===== src/rtl/qdw_pkg.sv =====
package qdw_pkg;

  // Frame sequencer states
  typedef enum logic [2:0] {
    FS_IDLE,   // waiting for start bit
    FS_INSTR,  // collecting instruction bits
    FS_DATA,   // shifting data words
    FS_DONE,   // last word taken, waiting for the hold edge
    FS_ARMED,  // hold edge seen, update allowed at close
    FS_SKIP    // read request or unsupported: ignore until close
  } frame_st_e;

endpackage


===== src/rtl/qdw_frame_ctl.sv =====
module qdw_frame_ctl
  import qdw_pkg::*;
#(
  parameter int NCH    = 4,
  parameter int WORD_W = 10
) (
  input  logic                      clk,
  input  logic                      rst_n,
  input  logic                      cs_n,
  input  logic                      sdi,
  output logic                      wr_en,
  output logic [$clog2(NCH)-1:0]    wr_ch,
  output logic [WORD_W-1:0]         wr_data,
  output logic [NCH-1:0]            upd_mask
);

  localparam int ADDR_W = $clog2(NCH);
  localparam int BCW    = $clog2(WORD_W);
  localparam int ICW    = $clog2(ADDR_W + 4);
  localparam logic [ICW-1:0]    LAST_IBIT = ICW'(2 + ADDR_W);
  localparam logic [BCW-1:0]    LAST_BIT  = BCW'(WORD_W - 1);
  localparam logic [ADDR_W-1:0] LAST_CH   = ADDR_W'(NCH - 1);

  frame_st_e           st_q,   st_d;
  logic [ICW-1:0]      ibit_q, ibit_d;
  logic                glob_q, glob_d;
  logic                upd_q,  upd_d;
  logic [ADDR_W-1:0]   addr_q, addr_d;
  logic [ADDR_W-1:0]   ch_q,   ch_d;
  logic [BCW-1:0]      bcnt_q, bcnt_d;
  logic [WORD_W-1:0]   sh_q,   sh_d;

  // next-state logic
  always_comb begin
    st_d     = st_q;
    ibit_d   = ibit_q;
    glob_d   = glob_q;
    upd_d    = upd_q;
    addr_d   = addr_q;
    ch_d     = ch_q;
    bcnt_d   = bcnt_q;
    sh_d     = sh_q;
    wr_en    = 1'b0;
    wr_ch    = ch_q;
    wr_data  = sh_q;
    upd_mask = '0;

    if (cs_n) begin
      st_d   = FS_IDLE;
      bcnt_d = '0;
      if (st_q == FS_ARMED && upd_q) begin
        upd_mask = glob_q ? {NCH{1'b1}} : (NCH'(1) << ch_q);
      end
    end else begin
      unique case (st_q)
        FS_IDLE: begin
          if (sdi) begin
            st_d   = FS_INSTR;
            ibit_d = '0;
            addr_d = '0;
          end
        end
        FS_INSTR: begin
          ibit_d = ibit_q + ICW'(1);
          if (ibit_q == ICW'(0)) begin
            if (sdi) st_d = FS_SKIP;
          end else if (ibit_q == ICW'(1)) begin
            glob_d = sdi;
          end else if (ibit_q == ICW'(2)) begin
            upd_d = sdi;
            if (glob_q) begin
              st_d   = FS_DATA;
              ch_d   = '0;
              bcnt_d = '0;
            end
          end else begin
            addr_d = (addr_q << 1) | ADDR_W'(sdi);
            if (ibit_q == LAST_IBIT) begin
              st_d   = FS_DATA;
              ch_d   = addr_d;
              bcnt_d = '0;
            end
          end
        end
        FS_DATA: begin
          sh_d   = {sh_q[WORD_W-2:0], sdi};
          bcnt_d = bcnt_q + BCW'(1);
          if (bcnt_q == LAST_BIT) begin
            wr_en   = 1'b1;
            wr_data = sh_d;
            bcnt_d  = '0;
            if (glob_q && ch_q != LAST_CH) begin
              ch_d = ch_q + ADDR_W'(1);
            end else begin
              st_d = FS_DONE;
            end
          end
        end
        FS_DONE:  st_d = FS_ARMED;
        FS_ARMED: st_d = FS_ARMED;
        FS_SKIP:  st_d = FS_SKIP;
        default:  st_d = FS_IDLE;
      endcase
    end
  end

  // state registers
  always_ff @(posedge clk or negedge rst_n) begin
    if (!rst_n) begin
      st_q   <= FS_IDLE;
      ibit_q <= '0;
      glob_q <= 1'b0;
      upd_q  <= 1'b0;
      addr_q <= '0;
      ch_q   <= '0;
      bcnt_q <= '0;
      sh_q   <= '0;
    end else begin
      st_q   <= st_d;
      ibit_q <= ibit_d;
      glob_q <= glob_d;
      upd_q  <= upd_d;
      addr_q <= addr_d;
      ch_q   <= ch_d;
      bcnt_q <= bcnt_d;
      sh_q   <= sh_d;
    end
  end

endmodule


===== src/rtl/qdw_strobe_sync.sv =====
module qdw_strobe_sync #(
  parameter int STAGES = 2
) (
  input  logic clk,
  input  logic rst_n,
  input  logic strobe_n,
  output logic fall
);

  logic [STAGES-1:0] pipe_q, pipe_d;
  logic              prev_q, prev_d;

  always_comb begin
    if (STAGES > 1) pipe_d = {pipe_q[STAGES-2:0], strobe_n};
    else            pipe_d = STAGES'(strobe_n);
    prev_d = pipe_q[STAGES-1];
    fall   = prev_q & ~pipe_q[STAGES-1];
  end

  always_ff @(posedge clk or negedge rst_n) begin
    if (!rst_n) begin
      pipe_q <= {STAGES{1'b1}};
      prev_q <= 1'b1;
    end else begin
      pipe_q <= pipe_d;
      prev_q <= prev_d;
    end
  end

endmodule


===== src/rtl/qdw_chan_regs.sv =====
module qdw_chan_regs #(
  parameter int NCH    = 4,
  parameter int WORD_W = 10
) (
  input  logic                   clk,
  input  logic                   rst_n,
  input  logic                   wr_en,
  input  logic [$clog2(NCH)-1:0] wr_ch,
  input  logic [WORD_W-1:0]      wr_data,
  input  logic [NCH-1:0]         upd_mask,
  input  logic                   load_all,
  output logic [NCH*WORD_W-1:0]  dac_word
);

  localparam int ADDR_W = $clog2(NCH);

  for (genvar i = 0; i < NCH; i++) begin : g_ch
    logic [WORD_W-1:0] stg_q, stg_d;
    logic [WORD_W-1:0] out_q, out_d;
    logic              stg_en, out_en;

    always_comb begin
      stg_en = wr_en && (wr_ch == ADDR_W'(i));
      out_en = upd_mask[i] || load_all;
      stg_d  = stg_en ? wr_data : stg_q;
      out_d  = out_en ? stg_q   : out_q;
    end

    always_ff @(posedge clk or negedge rst_n) begin
      if (!rst_n) begin
        stg_q <= '0;
        out_q <= '0;
      end else begin
        stg_q <= stg_d;
        out_q <= out_d;
      end
    end

    assign dac_word[i*WORD_W +: WORD_W] = out_q;
  end

endmodule


===== src/rtl/qdac_wr_front.sv =====
module qdac_wr_front #(
  parameter int NCH         = 4,
  parameter int WORD_W      = 10,
  parameter int SYNC_STAGES = 2
) (
  input  logic                  clk,
  input  logic                  rst_n,
  input  logic                  cs_n,
  input  logic                  sdi,
  input  logic                  au_n,
  output logic                  pwr_flag_n,
  output logic [NCH*WORD_W-1:0] dac_word
);

  localparam int ADDR_W = $clog2(NCH);

  // reset: asserted asynchronously, released on clock
  logic [1:0] rst_pipe_q, rst_pipe_d;
  logic       rst_sync_n;

  always_comb rst_pipe_d = {rst_pipe_q[0], 1'b1};

  always_ff @(posedge clk or negedge rst_n) begin
    if (!rst_n) rst_pipe_q <= '0;
    else        rst_pipe_q <= rst_pipe_d;
  end

  assign rst_sync_n = rst_pipe_q[1];

  logic                wr_en;
  logic [ADDR_W-1:0]   wr_ch;
  logic [WORD_W-1:0]   wr_data;
  logic [NCH-1:0]      upd_mask;
  logic                au_fall;
  logic                au_load;

  qdw_frame_ctl #(.NCH(NCH), .WORD_W(WORD_W)) u_ctl (
    .clk      (clk),
    .rst_n    (rst_sync_n),
    .cs_n     (cs_n),
    .sdi      (sdi),
    .wr_en    (wr_en),
    .wr_ch    (wr_ch),
    .wr_data  (wr_data),
    .upd_mask (upd_mask)
  );

  qdw_strobe_sync #(.STAGES(SYNC_STAGES)) u_au (
    .clk      (clk),
    .rst_n    (rst_sync_n),
    .strobe_n (au_n),
    .fall     (au_fall)
  );

  assign au_load = au_fall & cs_n;

  qdw_chan_regs #(.NCH(NCH), .WORD_W(WORD_W)) u_regs (
    .clk      (clk),
    .rst_n    (rst_sync_n),
    .wr_en    (wr_en),
    .wr_ch    (wr_ch),
    .wr_data  (wr_data),
    .upd_mask (upd_mask),
    .load_all (au_load),
    .dac_word (dac_word)
  );

  // power-event flag
  logic pf_q, pf_d;

  always_comb pf_d = pf_q | ~cs_n;

  always_ff @(posedge clk or negedge rst_sync_n) begin
    if (!rst_sync_n) pf_q <= 1'b0;
    else             pf_q <= pf_d;
  end

  assign pwr_flag_n = pf_q;

endmodule


===== config.mk =====
export PLATFORM = sky130hd
export DESIGN_NAME = qdac_wr_front
export DESIGN_NICKNAME = d
export VERILOG_FILES = /design/src/rtl/qdw_pkg.sv /design/src/rtl/qdw_frame_ctl.sv /design/src/rtl/qdw_strobe_sync.sv /design/src/rtl/qdw_chan_regs.sv /design/src/rtl/qdac_wr_front.sv
export SDC_FILE = /design/constraint.sdc
export NUM_CORES = 1
export LEC_CHECK = 0
export BUFFER_PORTS_ARGS = -buffer_cell sky130_fd_sc_hd__buf_2
export CORE_ASPECT_RATIO = 1.25
export CORE_MARGIN = 2
export CORE_UTILIZATION = 53
export CTS_CLUSTER_DIAMETER = 80
export DETAILED_ROUTE_END_ITERATION = 6
export PLACE_DENSITY = 0.72
export RECOVER_POWER = 50
export REMOVE_ABC_BUFFERS = 1
export SLEW_MARGIN = 20
export SYNTH_ARGS = -nofsm -noshare
export SYNTH_HDL_FRONTEND = slang
export SYNTH_SLANG_ARGS = --single-unit

===== constraint.sdc =====
create_clock -name clk -period 3.05 [get_ports clk]
set_input_delay 0.305 -clock clk [delete_from_list [all_inputs] [get_ports clk]]
set_output_delay 0.305 -clock clk [all_outputs]
set_load 0.02 [all_outputs]

# After elaboration in Yosys (flattened, before gate mapping)
# Index checks and enable logic that the tools add are counted.
[classes]
addsub = 3
n_eq_ne = 32
shift = 1
n_mux = 43
bitwise = 8
reduce_logical = 25
[op_table]
columns = ["cell", "count"]
rows = [
  ["$mux 4", 10],
  ["$mux 3", 11],
  ["$mux 10", 3],
  ["$pmux 3 s5", 1],
  ["$mux 2", 7],
  ["$ne 3x3->1 const B", 4],
  ["$ne 2x2->1 const B", 5],
  ["$reduce_and 5->1", 2],
  ["$eq 3x2->1 const B", 3],
  ["$eq 3x3->1 const B", 3],
  ["$ne 4x3->1 const B", 2],
  ["$pmux 4 s2", 1],
  ["$reduce_and 8->1", 1],
  ["$mux 1", 7],
  ["$reduce_and 7->1", 1],
  ["$eq 3x1->1 const B", 2],
  ["$logic_and 1x1->1", 6],
  ["$logic_not 3->1", 2],
  ["$ne 3x2->1 const B", 2],
  ["$pmux 3 s2", 1],
  ["$reduce_and 6->1", 1],
  ["$ne 5x2->1 const B", 1],
  ["$ne 5x3->1 const B", 1],
  ["$add 4x1->4 const B", 1],
  ["other kinds (24)", 34],
]
[totals]
register_bits = 111
input_bits = 5
out_inout_bits = 41
wordCells = 132

# Logic depth before layout (Yosys ltp)
[logic_depth]
ltp_word = 7
mapped_depth = 8
ltp_nobuf = 7

# Hierarchy
# A second synthesis with hierarchy kept.
[hier_totals]
cells_unflattened = 334
area_unflattened_um2 = 4760.8
[by_module_without_submodules]
columns = ["mod", "n_inst", "cells_each", "area_per_inst_um2", "seq_area_each_um2"]
rows = [
  ["qdw_chan_regs", 1, 171, 2997.9, 2001.9],
  ["qdw_frame_ctl", 1, 153, 1579.0, 625.6],
  ["qdw_strobe_sync", 1, 4, 92.6, 78.8],
  ["qdac_wr_front", 1, 6, 91.3, 75.1],
]

# Worst setup path before layout
# Ideal clock, no wire load.
[synth_timing]
path_kind = "reg-to-reg"
start = "register u_ctl.bcnt_q[1]"
end = "register u_regs.g_ch[1].stg_q[0]"
setup_ns = 0.128
arrival_time_ns = 1.657
t_required_ns = 2.922
setup_slack_ns = 1.265
stages_incl_launch_ff = 7
path_buffers = 0
period_less_slack_ns = 1.785
cell_sequence = "dfrtp_1 > inv_1 > ha_1 > nand3b_1 > nor4_4 > nand2_4 > mux2_1"
[synth_between]
elab_chain_len = 5
word_cells_on_any_way = 8
classes_between = "1 x eq/ne; 6 x mux; 1 x reduce/logical"
[synth_rtl]
columns = ["element", "line_no", "text"]
rows = [
  ["start, declared", "qdw_frame_ctl.sv:30", "logic [BCW-1:0] bcnt_q, bcnt_d;"],
  ["start signal, assigned", "qdw_frame_ctl.sv:125", "bcnt_q <= bcnt_d;"],
  ["$eq 4x4->1 (*)", "qdw_frame_ctl.sv:88", "if (bcnt_q == LAST_BIT) begin"],
  ["$mux 1", "qdw_frame_ctl.sv:88", ""],
  ["$mux 1", "qdw_frame_ctl.sv:55", "unique case (st_q)"],
  ["$mux 1", "qdw_frame_ctl.sv:48", "if (cs_n) begin"],
  ["$logic_and 1x1->1", "qdw_chan_regs.sv:23", "stg_en = wr_en && (wr_ch == ADDR_W'(i));"],
  ["end signal, assigned", "qdw_chan_regs.sv:34", "stg_q <= stg_d;"],
  ["end, declared", "qdw_chan_regs.sv:18", "logic [WORD_W-1:0] stg_q, stg_d;"],
]
# Every way passes the cells marked *; elsewhere a longest branch is shown, timed or not.
# A chain may end at the register's enable or synchronous reset.

# Worst setup path after layout
[layout_timing]
start = "register u_ctl.st_q[0]"
end = "register u_regs.g_ch[1].stg_q[0]"
[layout_between]
elab_chain_len = 4
word_cells_on_any_way = 6
classes_between = "1 x eq/ne; 4 x mux; 1 x reduce/logical"
[layout_rtl]
columns = ["element", "line_no", "text"]
rows = [
  ["start, declared", "qdw_frame_ctl.sv:24", "frame_st_e st_q, st_d;"],
  ["start signal, assigned", "qdw_frame_ctl.sv:119", "st_q <= st_d;"],
  ["$eq 3x2->1 (*)", "qdw_frame_ctl.sv:55", ""],
  ["$mux 1", "qdw_frame_ctl.sv:55", ""],
  ["$mux 1", "qdw_frame_ctl.sv:48", ""],
  ["$logic_and 1x1->1", "qdw_chan_regs.sv:23", ""],
]
# Marked as above.

==> reports/summary.txt <==
Chip Height -> 107.9 microns
final net count -> 390
detailed-route wire length per cell -> 16.55 microns
element type at the critical path end -> register
I/O Buffers -> 45
status -> finished, final reports clean
Yosys top cell area share -> 0.5845
min Tclk post-route -> 2.133 ns
mapped cell area -> 4581 sq um
CTS tree -> built
Post-CTS Repair Setup Buffers -> 0
Vias -> 2654
DR WL met2 -> 4009 microns
synth warn -> 0
Worst Setup Start Kind -> register
Mean Syn Cell Area -> 13.97 sq um
Setup CP Type -> reg -> reg
delay-heaviest family, CP -> simple AND/OR/NAND/NOR gates
slew at the pin closest to its max-slew limit -> 1.398 ns
Bufs and invs on worst path -> 0
DIE WIDTH -> 87.15 microns
Tcrit/Tclk final -> 0.6992
Synth async-reset ratio -> 1.000
Clock Path Buffers -> 2
Global Route Usage Sum -> 0.1822
Worst VDD drop -> 0.4942 mV
worst skew pair latency -> 0.36 ns
DR DRC count -> 0
initial antenna violation count -> 0
final setup violation count -> 0
final design utilization -> 0.6002
Initial DRC Count -> 118
worst path arrival time -> 2.38 ns
final hold vios -> 0
CP max FO -> 20
IO Count -> 46
Pre-Repair DR Iteration Count -> 4
number of flops mapped to enable cells by yosys -> 0
WL final -> 7879 microns
DR top layer -> met4
register area -> 2760 sq um
DR vias/cell -> 5.576
Multi-input gate area -> 1735 sq um
Final GP Congestion -> 0.8485
Yosys cell types -> 41
Max Freq -> 468.9 MHz
post-layout total power -> 0.003073 W
largest net degree at the start of global routing -> 57
share of layout cells above drive strength 1 -> 0.3061
met3 wire len -> 222 microns
Clock Tree Root -> clkbuf_8
FP Rows -> 37
RSZ-0062 raised after global routing -> no
area growth from synthesis to layout -> 9.178%
slowest CP cell -> dfrtp_1
Slew Viols, Final -> 0
Core Area -> 8333 sq um
Final HPWL DP -> 5482 microns
clock-pin slew on the worst setup and hold paths -> 0.09 ns
Total Die Area -> 9407 sq um
post_cts resized -> 0
setup ws final -> 0.9174 ns
CTS buffer count -> 9
H-tree Lvls -> 3
Lkg Pwr -> 2.500 nW
CTS sink cnt -> 110
Power Dens Cells -> 614.6 nW/um^2
pre-CTS WS -> 0.9238 ns
gr ovfl total -> 0
fillers -> 696
vias in the first global route -> 2652
area leader, netlist -> dfrtp_1
final instance area -> 5001 sq um
DRT met1 WL -> 3485 microns
post-placement cell area -> 4895 sq um
Initial Utilization -> 0.5497
Yosys reg bits -> 110
hold crit path type -> in -> reg
Critical Path RT -> 3.30 ns
synth top area cells -> dfrtp_1 (58%), mux2_2 (22%), ha_1 (2.7%), dfstp_2 (1.7%), o21ai_0 (1.6%)
CP cell instances -> nand2b_1 -> nor4_4 -> nand2_4 -> mux2_1
Worst path max stage delay -> 0.60 ns
max-cap violations -> 0
Ant. Diodes -> 0
antenna viol nets, final -> 0
sequential share of the synthesized area -> 0.6017
Worst Skew -> 0.008125 ns
global-route wire length before repair -> 13170 microns
Mapped Cells -> 328
ys flop type -> dfrtp_1
Rel. slew slack -> 0.06798
placed cells by master, fill, tap and decap left out, drive strengths merged, types with 7 or more instances in the layout:
cell type / count
inv: 8
nand2: 17
nand2b: 7
dfrtp: 107
mux2: 91
o21ai: 16
ha: 10
nor2: 16
clkbuf: 55
state kept, by name, indices dropped and copies added, names as in the netlist:
name               flops
u_ctl.upd_q            1
u_au.prev_q            1
u_regs.g_ch.stg_q     40
u_ctl.glob_q           1
rst_pipe_q             2
u_ctl.wr_ch            2
u_regs.g_ch.out_q     40
u_ctl.bcnt_q           4
u_ctl.addr_q           1
u_ctl.sh_q             9
u_ctl.st_q             3
u_ctl.ibit_q           3
pwr_flag_n             1
u_au.pipe_q            2
cell families (layout without fill, tap and decap cells):
| family | Yosys count | after routing | share of synthesized area |
|---|---|---|---|
| AND/OR/NAND/NOR | 56 | 56 | 0.07129 |
| buffers and inverters | 21 | 72 | 0.01939 |
| other | 1 | 1 | 0.0008187 |
| XOR/XNOR | 1 | 1 | 0.001912 |
| AO/OA/AOI/OAI | 37 | 37 | 0.05163 |
| adder cells (fa/ha/maj) | 10 | 10 | 0.02731 |
| multiplexers | 92 | 92 | 0.2259 |
| flip-flops | 110 | 110 | 0.6017 |
cells in the mapped netlist (2+ instances only):
library cell / instances
clkbuf_1: 4
nand3b_1: 2
dfstp_2: 3
nand2_4: 4
o21ai_0: 15
nor2_1: 16
a21oi_1: 4
nand2_1: 13
nor2b_1: 2
mux2_1: 3
a31oi_1: 3
buf_2: 8
o21a_1: 4
dfrtp_1: 107
a22o_1: 2
nor4_1: 2
mux2_2: 88
nand2b_1: 7
inv_1: 8
ha_1: 10
nand3_1: 2
nor3_1: 2
worst register-to-register path, cell delays in order, from the launching register on:
cell      delay (ns)
dfrtp_1         0.60
nand2b_1        0.31
nor4_4          0.55
nand2_4         0.20
mux2_1          0.35
report_power, final:
part | total (W) | switching [W] | internal, W
registers | 0.00176 | 0.000202 | 0.00155
logic | 0.000578 | 0.000324 | 0.000254
clock network | 0.000739 | 0.000448 | 0.000291
total | 0.00307 | 0.000975 | 0.00210
per-stage QoR:
| step | instances | setup TNS [ns] | hold WS, ns |
|---|---|---|---|
| 3_5_place_dp | 460 | 0 | 0.09526 |
| 4_1_cts | 476 | 0 | 0.01411 |
| 6_report | 476 | 0 | 0.03944 |
| 2_1_floorplan | 315 | -24.78 | 0.009409 |
| 5_1_grt | 476 | 0 | 0.02076 |
| 3_3_place_gp | 460 | 0 | 0.08944 |
worst paths after layout:
kind	slack [ns]	end	start	cells after the start
worst max-delay path	0.92	u_regs.g_ch[1].stg_q[0]	u_ctl.st_q[0]	4
max in group asynchronous	0.93	u_regs.g_ch[2].stg_q[8]	rst_pipe_q[1]	1
worst max register to register	0.92	u_regs.g_ch[1].stg_q[0]	u_ctl.st_q[0]	4
min in group asynchronous	0.26	rst_pipe_q[0]	rst_n	2
worst min-delay path	0.04	u_au.pipe_q[0]	au_n	1
worst min register to register	0.36	u_au.pipe_q[1]	u_au.pipe_q[0]	0
timing repair:
item	4_1_cts	5_1_grt
setup endpoints to repair	0	0
endpoints found under the hold margin	2	0
hold buffers	1	0
final cells by class:
type                    instances  area share
flip-flops and latches        110      0.5519
clock buffers                  11     0.02627
clock inverters                 4    0.005004
multi-input cells             197      0.3470
inverters                       8    0.006004
repair buffers                 49     0.03953
well taps                      97     0.02427
layer usage:
metal,GRT usage,up-vias
li1,-,1246
met1,0.2411,1349
met2,0.2944,46
met3,0.03588,13
met4,0.07692,0
met5,0,-
(Power assumes the default switching activity.)
